===== src/rtl/stq_pkg.sv =====
package stq_pkg;
  // Per-cycle occupancy operation, encoded as {push, pop}.
  typedef enum logic [1:0] {
    OP_IDLE = 2'b00,
    OP_POP  = 2'b01,
    OP_PUSH = 2'b10,
    OP_BOTH = 2'b11
  } stq_op_e;
endpackage


===== src/rtl/stq_ctrl.sv =====
module stq_ctrl #(
  parameter int DEPTH = 4,
  localparam int PW = (DEPTH > 1) ? $clog2(DEPTH) : 1,
  localparam int CW = $clog2(DEPTH + 1)
) (
  input  logic          clk,
  input  logic          rst_n,
  input  logic          push,
  input  logic          pop,
  output logic [PW-1:0] head,
  output logic [PW-1:0] tail,
  output logic [CW-1:0] count,
  output logic          full,
  output logic          empty
);
  import stq_pkg::*;

  localparam logic [PW-1:0] LAST = PW'(DEPTH - 1);

  stq_op_e op;
  assign op = stq_op_e'({push, pop});

  function automatic logic [PW-1:0] bump(input logic [PW-1:0] p);
    return (p == LAST) ? '0 : p + 1'b1;
  endfunction

  always_ff @(posedge clk or negedge rst_n) begin
    if (!rst_n) begin
      head  <= '0;
      tail  <= '0;
      count <= '0;
    end else begin
      if (push) tail <= bump(tail);
      if (pop)  head <= bump(head);
      case (op)
        OP_PUSH: count <= count + 1'b1;
        OP_POP:  count <= count - 1'b1;
        default: ;
      endcase
    end
  end

  assign full  = (count == CW'(DEPTH));
  assign empty = (count == '0);

  // occupancy never exceeds the number of slots
  p_count_cap_r2: assert property (@(posedge clk) disable iff (!rst_n)
    count <= CW'(DEPTH));

  // a push alone into a non-empty buffer leaves the head in place
  p_head_kept_r5: assert property (@(posedge clk) disable iff (!rst_n)
    (!pop) |=> $stable(head));
endmodule


===== src/rtl/stq_search.sv =====
module stq_search #(
  parameter int DEPTH = 4,
  parameter int AW    = 32,
  parameter int DW    = 32,
  localparam int PW = (DEPTH > 1) ? $clog2(DEPTH) : 1,
  localparam int CW = $clog2(DEPTH + 1)
) (
  input  logic [AW-1:0] slot_addr [DEPTH],
  input  logic [DW-1:0] slot_data [DEPTH],
  input  logic [PW-1:0] head,
  input  logic [CW-1:0] count,
  input  logic [AW-1:0] key,
  output logic          hit,
  output logic [DW-1:0] data
);
  // Match vector and data laid out by age: index 0 is the oldest entry.
  logic [DEPTH-1:0] age_match;
  logic [DW-1:0]    age_data [DEPTH];

  for (genvar g = 0; g < DEPTH; g++) begin : g_age
    logic [PW:0]   sum;
    logic [PW:0]   wrapped;
    logic [PW-1:0] slot;
    assign sum     = {1'b0, head} + (PW + 1)'(g);
    assign wrapped = (sum >= (PW + 1)'(DEPTH)) ? sum - (PW + 1)'(DEPTH) : sum;
    assign slot    = wrapped[PW-1:0];
    assign age_match[g] = (CW'(g) < count) && (slot_addr[slot] == key);
    assign age_data[g]  = slot_data[slot];
  end

  // Later (younger) matches override earlier ones.
  always_comb begin
    hit  = 1'b0;
    data = '0;
    for (int a = 0; a < DEPTH; a++) begin
      if (age_match[a]) begin
        hit  = 1'b1;
        data = age_data[a];
      end
    end
  end
endmodule


===== src/rtl/store_queue.sv =====
module store_queue #(
  parameter int DEPTH = 4,
  parameter int AW    = 32,
  parameter int DW    = 32,
  localparam int PW = (DEPTH > 1) ? $clog2(DEPTH) : 1,
  localparam int CW = $clog2(DEPTH + 1)
) (
  input  logic          clk,
  input  logic          rst_n,
  input  logic          in_valid,
  output logic          in_ready,
  input  logic [AW-1:0] in_addr,
  input  logic [DW-1:0] in_data,
  output logic          out_valid,
  input  logic          out_ready,
  output logic [AW-1:0] out_addr,
  output logic [DW-1:0] out_data,
  input  logic [AW-1:0] lk_addr,
  output logic          lk_hit,
  output logic [DW-1:0] lk_data
);
  logic [AW-1:0] mem_addr [DEPTH];
  logic [DW-1:0] mem_data [DEPTH];
  logic [PW-1:0] head, tail;
  logic [CW-1:0] count;
  logic          full, empty, push, pop;

  assign out_valid = !empty;
  assign in_ready  = !full || out_ready;
  assign push      = in_valid && in_ready;
  assign pop       = out_valid && out_ready;

  stq_ctrl #(.DEPTH(DEPTH)) u_ctrl (
    .clk   (clk),
    .rst_n (rst_n),
    .push  (push),
    .pop   (pop),
    .head  (head),
    .tail  (tail),
    .count (count),
    .full  (full),
    .empty (empty)
  );

  always_ff @(posedge clk) begin
    if (push) begin
      mem_addr[tail] <= in_addr;
      mem_data[tail] <= in_data;
    end
  end

  assign out_addr = mem_addr[head];
  assign out_data = mem_data[head];

  stq_search #(.DEPTH(DEPTH), .AW(AW), .DW(DW)) u_search (
    .slot_addr (mem_addr),
    .slot_data (mem_data),
    .head      (head),
    .count     (count),
    .key       (lk_addr),
    .hit       (lk_hit),
    .data      (lk_data)
  );

  // a store accepted into an empty buffer is the head next cycle
  p_fill_head_r1: assert property (@(posedge clk) disable iff (!rst_n)
    (!out_valid && in_valid) |=> (out_valid && out_addr == $past(in_addr)
                                  && out_data == $past(in_data)));

  // a refused store leaves the occupancy unchanged
  p_refuse_r2: assert property (@(posedge clk) disable iff (!rst_n)
    (full && in_valid && !out_ready) |=> $stable(count));

  // the head holds while the consumer stalls
  p_head_hold_r4: assert property (@(posedge clk) disable iff (!rst_n)
    (out_valid && !out_ready) |=> (out_valid && $stable(out_addr)
                                   && $stable(out_data)));

  // a store and a removal together keep a full buffer full
  p_full_both_r8: assert property (@(posedge clk) disable iff (!rst_n)
    (full && in_valid && out_ready) |=> full);

  // an empty buffer never reports a hit
  p_empty_miss_r10: assert property (@(posedge clk) disable iff (!rst_n)
    (!out_valid) |-> !lk_hit);
endmodule


===== config.mk =====
export PLATFORM = sky130hd
export DESIGN_NAME = store_queue
export DESIGN_NICKNAME = d
export VERILOG_FILES = /design/src/rtl/stq_pkg.sv /design/src/rtl/stq_ctrl.sv /design/src/rtl/stq_search.sv /design/src/rtl/store_queue.sv
export SDC_FILE = /design/constraint.sdc
export NUM_CORES = 1
export LEC_CHECK = 0
export ABC_AREA = 0
export BUFFER_PORTS_ARGS = -buffer_cell sky130_fd_sc_hd__buf_2
export CORE_MARGIN = 1
export CORE_UTILIZATION = 60
export DETAILED_ROUTE_END_ITERATION = 10
export HOLD_SLACK_MARGIN = 0.12
export PLACE_DENSITY = 0.78
export SLEW_MARGIN = 20
export SYNTH_ARGS = -nofsm -noshare
export SYNTH_HDL_FRONTEND = slang
export SYNTH_HIERARCHICAL = 1
export SYNTH_SLANG_ARGS = --single-unit

===== constraint.sdc =====
create_clock -name clk -period 17.2 [get_ports clk]
set_input_delay 3.44 -clock clk [delete_from_list [all_inputs] [get_ports clk]]
set_output_delay 3.44 -clock clk [all_outputs]
set_load 0.01 [all_outputs]

==> key figures, run 1 <==
Run status
  • Status: finished clean

Logic synthesis
  • EDFF count, synth: 256
  • Synth Cell Area: 18400 um2
  • Fraction of the yosys area taken by sequential cells: 42.8%
  • Synth Instances: 1439
  • Distinct cells, synth: 77
  • Yosys reg bits: 263
  • Fraction of registers with async set/reset: 2.66%
  • Yosys warnings: 6
  • Mean Syn Cell Area: 12.8 um2
  • Most used DFF post-synth: edfxtp_1
  • Syn_nets: 1543

Drt
  • Initial DRC Count: 1544
  • Drt first pass iters: 8
  • DR WL/cell: 25.1 um
  • DRT antenna net count: 0
  • Routed vias/inst: 6.95
  • DR DRC count: 0
  • Final WL: 49300 um
  • Via count: 13700

Power and ir drop
  • P per Cell Area: 176 nW/um2
  • Lkg Pwr: 0.00711 uW
  • Max VDD drop: 0.177 mV
  • Total Power Consumption: 3570 uW

Finish
  • Most frequent cells in the layout: edfxtp_1 (256), buf_2 (198), mux2i_1 (182)
  • Share of cells above drive strength 1: 29.5%
  • # fillers: 2177
  • Nets: 1655
  • Commonest non-fill, non-tap cell in the layout: edfxtp_1
  • Synth-to-layout area growth: 10.4%

STA
  • Setup TNS: 0 ns
  • Setup violations, final: 0
  • Worst slew margin: 22.3%
  • Period utilisation layout: 63.4%
  • Final hold vios: 0
  • Final slew viol count: 0
  • Worst slew pin tran: 1.17 ns
  • Final critical-path required period: 10.90 ns
  • Final clock skew: 0.0153 ns
  • Fmax: 91.8 MHz
  • Unrepaired setup endpoints after global routing: false

Setup path
  • Critical path arrival: 7.46 ns
  • Critical Path End Type: primary output
  • Worst Setup EP: lk_data[21]
  • CP Launch Point: u_ctrl/head[1]$_DFFE_PN0P_
  • Worst r2r src: u_ctrl/count[1]$_DFFE_PN0P_
  • Startpoint class of the critical path: register
  • Crit path max fanout: 75
  • CP required: 13.76 ns
  • CP Class: register to primary output
  • R2R Setup Slk: 14.01 ns
  • Reg2Reg Depth: 5
  • RR Endpoint: mem_addr[77]$_DFFE_PP_

GRT
  • GR Layer Usage met1: 45.5%
  • Routing usage on met3: 5.91%
  • Vias in the first global route: 12800
  • GR Util met2: 48.5%
  • Grt total ovfl: 0
  • Global-route wire length before repair: 74900 um
  • Overall routing resource usage: 31.2%
  • Largest net degree at the start of global routing: 163
  • Initial antenna violation count: 7
  • Grt peak-use layer: met2

Clock network
  • Post-cts resize count: 0
  • Post-CTS Setup Repair Bufs: 0
  • Inserted Clock Buffers: 30
  • CTS clk-pin slew, worst paths: 0.06 ns
  • CTS sink cnt: 263
  • CTS root buffer: clkbuf_16
  • H-tree levels: 1
  • CTS tree: done
  • Clk_lat worst skew: 0.58 ns
  • CTS max path bufs: 3
  • CTS Hold Bufs: 0

Floorplanning
  • Io pins: 199
  • Die height: 177 um
  • FP Rows: 63
  • Core Area: 29900 um2
  • Die X: 177 um
  • Die area: 31300 um2
  • Initial Util: 61.4%

Place
  • DP HPWL: 33000 um
  • Port bufs: 198
  • Placer Congestion: 0.948

Hold path
  • Hold Crit Class: register to register

Flow run
  • Max Cap Viol: 0
[cells in the mapped netlist (all sizes together), types with 3 or more instances]
| cell type | n | share of area [%] |
|---|---|---|
| and3 | 6 | 0.20 |
| nor2 | 138 | 2.8 |
| inv | 13 | 0.27 |
| nand4 | 20 | 0.72 |
| a22oi | 5 | 0.20 |
| o21ai | 62 | 1.7 |
| a311oi | 12 | 0.57 |
| xor2 | 16 | 0.76 |
| dfrtp | 7 | 0.95 |
| clkbuf | 58 | 1.2 |
| o311a | 3 | 0.16 |
| edfxtp | 256 | 42 |
| nand2 | 27 | 0.57 |
| nand3 | 48 | 1.3 |
| a31o | 10 | 0.48 |
| mux4 | 131 | 16 |
| and2 | 5 | 0.17 |
| o31a | 4 | 0.19 |
| a211oi | 15 | 0.67 |
| o311ai | 21 | 1.0 |
| o211ai | 22 | 0.93 |
| xnor2 | 110 | 5.3 |
| nor4b | 3 | 0.14 |
| o2bb2ai | 4 | 0.19 |
| o32ai | 11 | 0.53 |
| a21oi | 10 | 0.29 |
| buf | 79 | 3.3 |
| mux2 | 47 | 2.9 |
| o22ai | 12 | 0.41 |
| o31ai | 7 | 0.29 |
| nand3b | 10 | 0.41 |
| nor2b | 3 | 0.10 |
| nor4 | 9 | 0.37 |
| ha | 3 | 0.20 |
| nor3 | 40 | 1.1 |
| a221oi | 5 | 0.24 |
| mux2i | 184 | 10 |
[worst min path at each step]
stage,startpoint,endpoint,slack (ns),cells after the start
floorplan,u_ctrl/count[0]$_DFFE_PN0P_,u_ctrl/count[0]$_DFFE_PN0P_,0.50,1
global placement,u_ctrl/count[0]$_DFFE_PN0P_,u_ctrl/count[0]$_DFFE_PN0P_,0.57,1
detailed placement,u_ctrl/count[0]$_DFFE_PN0P_,u_ctrl/count[0]$_DFFE_PN0P_,0.57,1
CTS,u_ctrl/count[0]$_DFFE_PN0P_,u_ctrl/count[0]$_DFFE_PN0P_,0.60,1
global route,u_ctrl/count[0]$_DFFE_PN0P_,u_ctrl/count[0]$_DFFE_PN0P_,0.66,1
finish,u_ctrl/count[0]$_DFFE_PN0P_,u_ctrl/count[0]$_DFFE_PN0P_,0.62,1
[per-stage QoR]
step / instance area (um2) / cells / utilization [%] / worst slack [ns] / hold WS (ns)
3_3_place_gp: 19200 / 1908 / 64.3 / 6.19 / 0.565
5_1_grt: 20200 / 1965 / 67.8 / 6.01 / 0.662
3_5_place_dp: 19200 / 1908 / 64.3 / 6.06 / 0.569
6_report: 20300 / 1968 / 67.8 / 6.30 / 0.622
2_1_floorplan: 18400 / 1439 / - / 6.42 / 0.500
4_1_cts: 20200 / 1962 / 67.7 / 6.02 / 0.602
[routing by layer]
metal  wire, um  part of all wire, %
met5         26                0.053
met3       4870                  9.9
met1      20400                   41
met4       1190                  2.4
met2      22800                   46
[kinds of logic (layout without fill, tap and decap cells)]
family	count (synthesis)	after routing	synth area share, %
compound gates	217	217	8.62
xor+xnor	126	126	6.01
fa+ha+maj	4	4	0.314
buf+inv	150	284	4.73
flops	263	263	42.8
mux	362	362	29.2
other cells	0	5	0
simple gates	317	317	8.29
[critical path: stages (launching register included)]
cell,delay [ns]
dfrtp_4,1.08
buf_4,0.84
buf_4,0.93
mux4_2,0.62
xnor2_1,0.42
nand2_1,0.12
a211oi_2,0.36
and2_1,0.18
buf_4,0.38
inv_1,0.41
nand2_1,0.88
o21ai_0,0.31
buf_2,0.22
[registers in the layout, summed over array words and instances, names as in the netlist]
register / count
mem_addr: 128
mem_data: 128
u_ctrl/count: 3
u_ctrl/head: 2
u_ctrl/tail: 2
[where the power goes]
group	leakage, uW	switching (uW)	internal [uW]
sequential	0.00243	154	853
combinational	0.00419	1020	889
clock	0.000492	260	393
[cell type report]
type | instances | area [um2] | area share, %
antenna | 5 | 12.5 | 0.0618
clock inverter | 18 | 225 | 1.11
multi-input combinational | 1026 | 9680 | 47.8
timing repair buffer | 217 | 1150 | 5.68
inverter | 13 | 50.0 | 0.247
clock buffer | 36 | 773 | 3.82
tap | 390 | 488 | 2.41
sequential | 263 | 7870 | 38.9
(Power assumes the default switching activity.)
==> inputs of run 2 (changes only) <==
--- a/config.mk
+++ b/config.mk
@@ -5,13 +5,13 @@
 export SDC_FILE = /design/constraint.sdc
 export NUM_CORES = 1
 export LEC_CHECK = 0
-export ABC_AREA = 0
+export ABC_AREA = 1
 export BUFFER_PORTS_ARGS = -buffer_cell sky130_fd_sc_hd__buf_2
 export CORE_MARGIN = 1
-export CORE_UTILIZATION = 60
+export CORE_UTILIZATION = 55
 export DETAILED_ROUTE_END_ITERATION = 10
 export HOLD_SLACK_MARGIN = 0.12
-export PLACE_DENSITY = 0.78
+export PLACE_DENSITY = 0.75
 export SLEW_MARGIN = 20
 export SYNTH_ARGS = -nofsm -noshare
 export SYNTH_HDL_FRONTEND = slang
==> constraint.sdc (replaced) <==
create_clock -name clk -period 9.15 [get_ports clk]
set_input_delay 1.83 -clock clk [delete_from_list [all_inputs] [get_ports clk]]
set_output_delay 1.83 -clock clk [all_outputs]
set_load 0.01 [all_outputs]
==> key figures, run 2 <==
Run status
  • Status: finished clean (unchanged)

Drt
  • Initial DRC Count: 2336 (was 1544)
  • Drt first pass iters: 6 (was 8)
  • DR WL/cell: 17.7 um (was 25.1 um)
  • DRT antenna net count: 0 (unchanged)
  • Via count: 20700 (was 13700)
  • Routed vias/inst: 5.64 (was 6.95)
  • DR DRC count: 0 (unchanged)
  • Final WL: 65100 um (was 49300 um)

Flow run
  • Max Cap Viol: 0 (unchanged)

Floorplanning
  • Core Area: 36900 um2 (was 29900 um2)
  • FP Rows: 70 (was 63)
  • Die X: 196 um (was 177 um)
  • Initial Util: 56.3% (was 61.4%)
  • Die area: 38500 um2 (was 31300 um2)
  • Die height: 196 um (was 177 um)
  • Io pins: 199 (unchanged)

Setup path
  • CP required: 7.32 ns (was 13.76 ns)
  • Reg2Reg Depth: 3 (was 5)
  • R2R Setup Slk: 6.36 ns (was 14.01 ns)
  • CP Class: register to primary output (unchanged)
  • Startpoint class of the critical path: register (unchanged)
  • Critical Path End Type: primary output (unchanged)
  • Crit path top cell by count: nor2_1 (was buf_4)
  • Crit path max fanout: 86 (was 75)
  • Sequence of cells on the critical path: nand2_1, nand2_2, buf_4, nand3_1, nand3_1, o21ai_0, nor2_1, nand2_1, nor2_1, nand3_2, nor2_4, nor2_1, a21oi_1, buf_2 (was buf_4, buf_4, mux4_2, xnor2_1, nand2_1, a211oi_2, and2_1, buf_4, inv_1, nand2_1, o21ai_0, buf_2)
  • Critical path arrival: 5.97 ns (was 7.46 ns)
  • Crit-path max cell delay: 1.14 ns (was 1.08 ns)
  • Slowest CP cell: nor2_4 (was dfrtp_4)

Logic synthesis
  • Most used DFF post-synth: edfxtp_1 (unchanged)
  • Largest family of logic cells by synthesized area: simple AND/OR/NAND/NOR gates (was multiplexers)
  • Largest area contributor in the netlist: edfxtp_1 (unchanged)
  • Top-count cell post-synth: nand2_1 (was edfxtp_1)
  • Synth Area in XOR/XNOR: 1.10% (was 6.01%)
  • Synth Instances: 3061 (was 1439)
  • Synth cell count leaders: nand2_1 (1169), nand3_1 (418), inv_1 (407) (was edfxtp_1 (256), mux2i_1 (182), nor2_1 (137))
  • Post-synthesis mux area share: 6.23% (was 29.2%)
  • Synth Area in Adders: 0.277% (was 0.314%)
  • EDFF count, synth: 256 (unchanged)
  • Fraction of the yosys area taken by sequential cells: 37.9% (was 42.8%)
  • Post-synth top area share: 37.0% (was 41.9%)
  • Yosys reg bits: 263 (unchanged)
  • Synth Cell Area: 20800 um2 (was 18400 um2)
  • Syn_nets: 3165 (was 1543)
  • Mean Syn Cell Area: 6.78 um2 (was 12.8 um2)
  • Area contributors post-synth: edfxtp_1 (37%), nand2_1 (21%), nand3_1 (10%) (was edfxtp_1 (42%), mux4_2 (16%), mux2i_1 (9.9%))
  • Fraction of registers with async set/reset: 2.66% (unchanged)
  • Compound-cell area share of the yosys netlist: 6.71% (was 8.62%)
  • Post-synthesis simple-gate area fraction: 35.5% (was 8.29%)
  • Yosys warnings: 6 (unchanged)
  • Distinct cells, synth: 34 (was 77)

Power and ir drop
  • P per Cell Area: 334 nW/um2 (was 176 nW/um2)
  • Lkg Pwr: 0.0115 uW (was 0.00711 uW)
  • Max VDD drop: 0.378 mV (was 0.177 mV)

GRT
  • Overall routing resource usage: 33.5% (was 31.2%)
  • Vias in the first global route: 19300 (was 12800)
  • Initial antenna violation count: 13 (was 7)
  • Grt total ovfl: 0 (unchanged)
  • Global-route wire length before repair: 101000 um (was 74900 um)
  • Largest net degree at the start of global routing: 189 (was 163)

Clock network
  • CTS tree: done (unchanged)
  • CTS Hold Bufs: 0 (unchanged)
  • Post-CTS Setup Repair Bufs: 0 (unchanged)
  • Clk_lat worst skew: 0.60 ns (was 0.58 ns)
  • Inserted Clock Buffers: 28 (was 30)
  • CTS sink cnt: 263 (unchanged)
  • Post-cts resize count: 0 (unchanged)
  • CTS max path bufs: 3 (unchanged)
  • CTS clk-pin slew, worst paths: 0.06 ns (about the same)
  • H-tree levels: 1 (unchanged)
  • CTS root buffer: clkbuf_16 (unchanged)

Finish
  • Commonest non-fill, non-tap cell in the layout: nand2_1 (was edfxtp_1)
  • Synth-to-layout area growth: 9.11% (was 10.4%)
  • Share of cells above drive strength 1: 9.40% (was 29.5%)
  • Multi-input gate area: 10400 um2 (was 9680 um2)
  • Top Registers: mem_addr x128, mem_data x128, u_ctrl/count x3 (unchanged)
  • Most frequent cells in the layout: nand2_1 (1167), nand3_1 (418), inv_1 (407) (was edfxtp_1 (256), buf_2 (198), mux2i_1 (182))
  • Nets: 3241 (was 1655)
  • # fillers: 3320 (was 2177)
  • FF/Latch Area: 7870 um2 (unchanged)

STA
  • Final hold vios: 0 (unchanged)
  • Final slew viol count: 0 (unchanged)
  • Worst slew pin tran: 1.14 ns (was 1.17 ns)
  • Fmax: 128 MHz
  • Worst slew margin: 23.9% (was 22.3%)
  • Unrepaired setup endpoints after global routing: false (unchanged)
  • Period utilisation layout: 85.3%
  • Setup violations, final: 0 (unchanged)
  • Final clock skew: 0.0162 ns (was 0.0153 ns)
  • Final critical-path required period: 7.80 ns
  • Final WS setup: 1.35 ns (was 6.30 ns)
  • Setup TNS: 0 ns (unchanged)

Place
  • Place WS: 2.16 ns (was 6.06 ns)
  • DP HPWL: 42600 um (was 33000 um)
  • Port bufs: 198 (unchanged)
  • Placer Congestion: 0.998 (was 0.948)

Hold path
  • Hold Path Stages: 1 (unchanged)
  • Hold Crit Class: register to register (unchanged)
[run 2: changes by cell type after synthesis, sizes merged, moves of 109 or more]
cell   delta
o21ai   +155
inv     +402
nand3   +373
xnor2   -109
mux4    -131
nand2  +1142
[run 2: stage by stage]
step | total power (uW) | utilization [%] | hold WS (ns) | instance area [um2] | std cells
after global routing | 8170 | 61.4 | 0.606 | 22600 | 3668
after global placement | 6160 | 58.6 | 0.532 | 21600 | 3610
final | 7570 | 61.4 | 0.573 | 22600 | 3671
after floorplan | 5210 | - | 0.505 | 20800 | 3061
after CTS | 7490 | 61.3 | 0.575 | 22600 | 3662
after detailed placement | 6260 | 58.6 | 0.569 | 21600 | 3610
[run 2: layout make-up]
| cell class | instances | share of cell area, % |
|---|---|---|
| Multi-Input combinational cell | 2209 | 45.9 |
| Sequential cell | 263 | 34.7 |
| Inverter | 415 | 6.89 |
| Timing Repair Buffer | 220 | 5.25 |
| Clock buffer | 35 | 3.34 |
| Tap cell | 504 | 2.78 |
| Clock inverter | 17 | 1.03 |
| Antenna cell | 8 | 0.0884 |
[run 2: power by group]
part / switching (uW) / total (uW) / internal [uW]
logic: 3070 / 4490 / 1420
registers: 261 / 1860 / 1600
clock network: 491 / 1220 / 728
[run 2: cells by family (layout without fill, tap and decap cells)]
kind of cell | Yosys count | after routing
adders and majority gates | 4 | 4
xor gates and xnor gates | 26 | 26
muxes | 129 | 129
and+or+nand+nor | 1779 | 1779
DFF | 263 | 263
buffers and inverters | 589 | 687
other | 0 | 8
AOI/OAI and AO/OA | 271 | 271
[run 2: path summary, 6_finish.rpt]
path	from	to
worst max-delay path	u_ctrl/head[1]$_DFFE_PN0P_	lk_data[25]
worst min-delay path	u_ctrl/tail[0]$_DFFE_PN0P_	u_ctrl/tail[0]$_DFFE_PN0P_
worst max register to register	u_ctrl/head[1]$_DFFE_PN0P_	u_ctrl/head[1]$_DFFE_PN0P_
worst min register to register	u_ctrl/tail[0]$_DFFE_PN0P_	u_ctrl/tail[0]$_DFFE_PN0P_
max in group asynchronous	rst_n	u_ctrl/head[0]$_DFFE_PN0P_
min in group asynchronous	rst_n	u_ctrl/tail[0]$_DFFE_PN0P_
[run 2: metal layers]
metal | track usage [%] | routed length (um)
met5 | 0 | 28
met4 | 15.6 | 2500
met3 | 5.64 | 6830
met2 | 53.0 | 28900
met1 | 45.0 | 26800
[run 2: worst max-delay path: cells and delay by family, from the launching register on]
kind / cells / cell delay, ns
compound gates: 2 / 0.35
flops: 1 / 0.99
buf+inv: 2 / 0.54
simple gates: 10 / 3.45
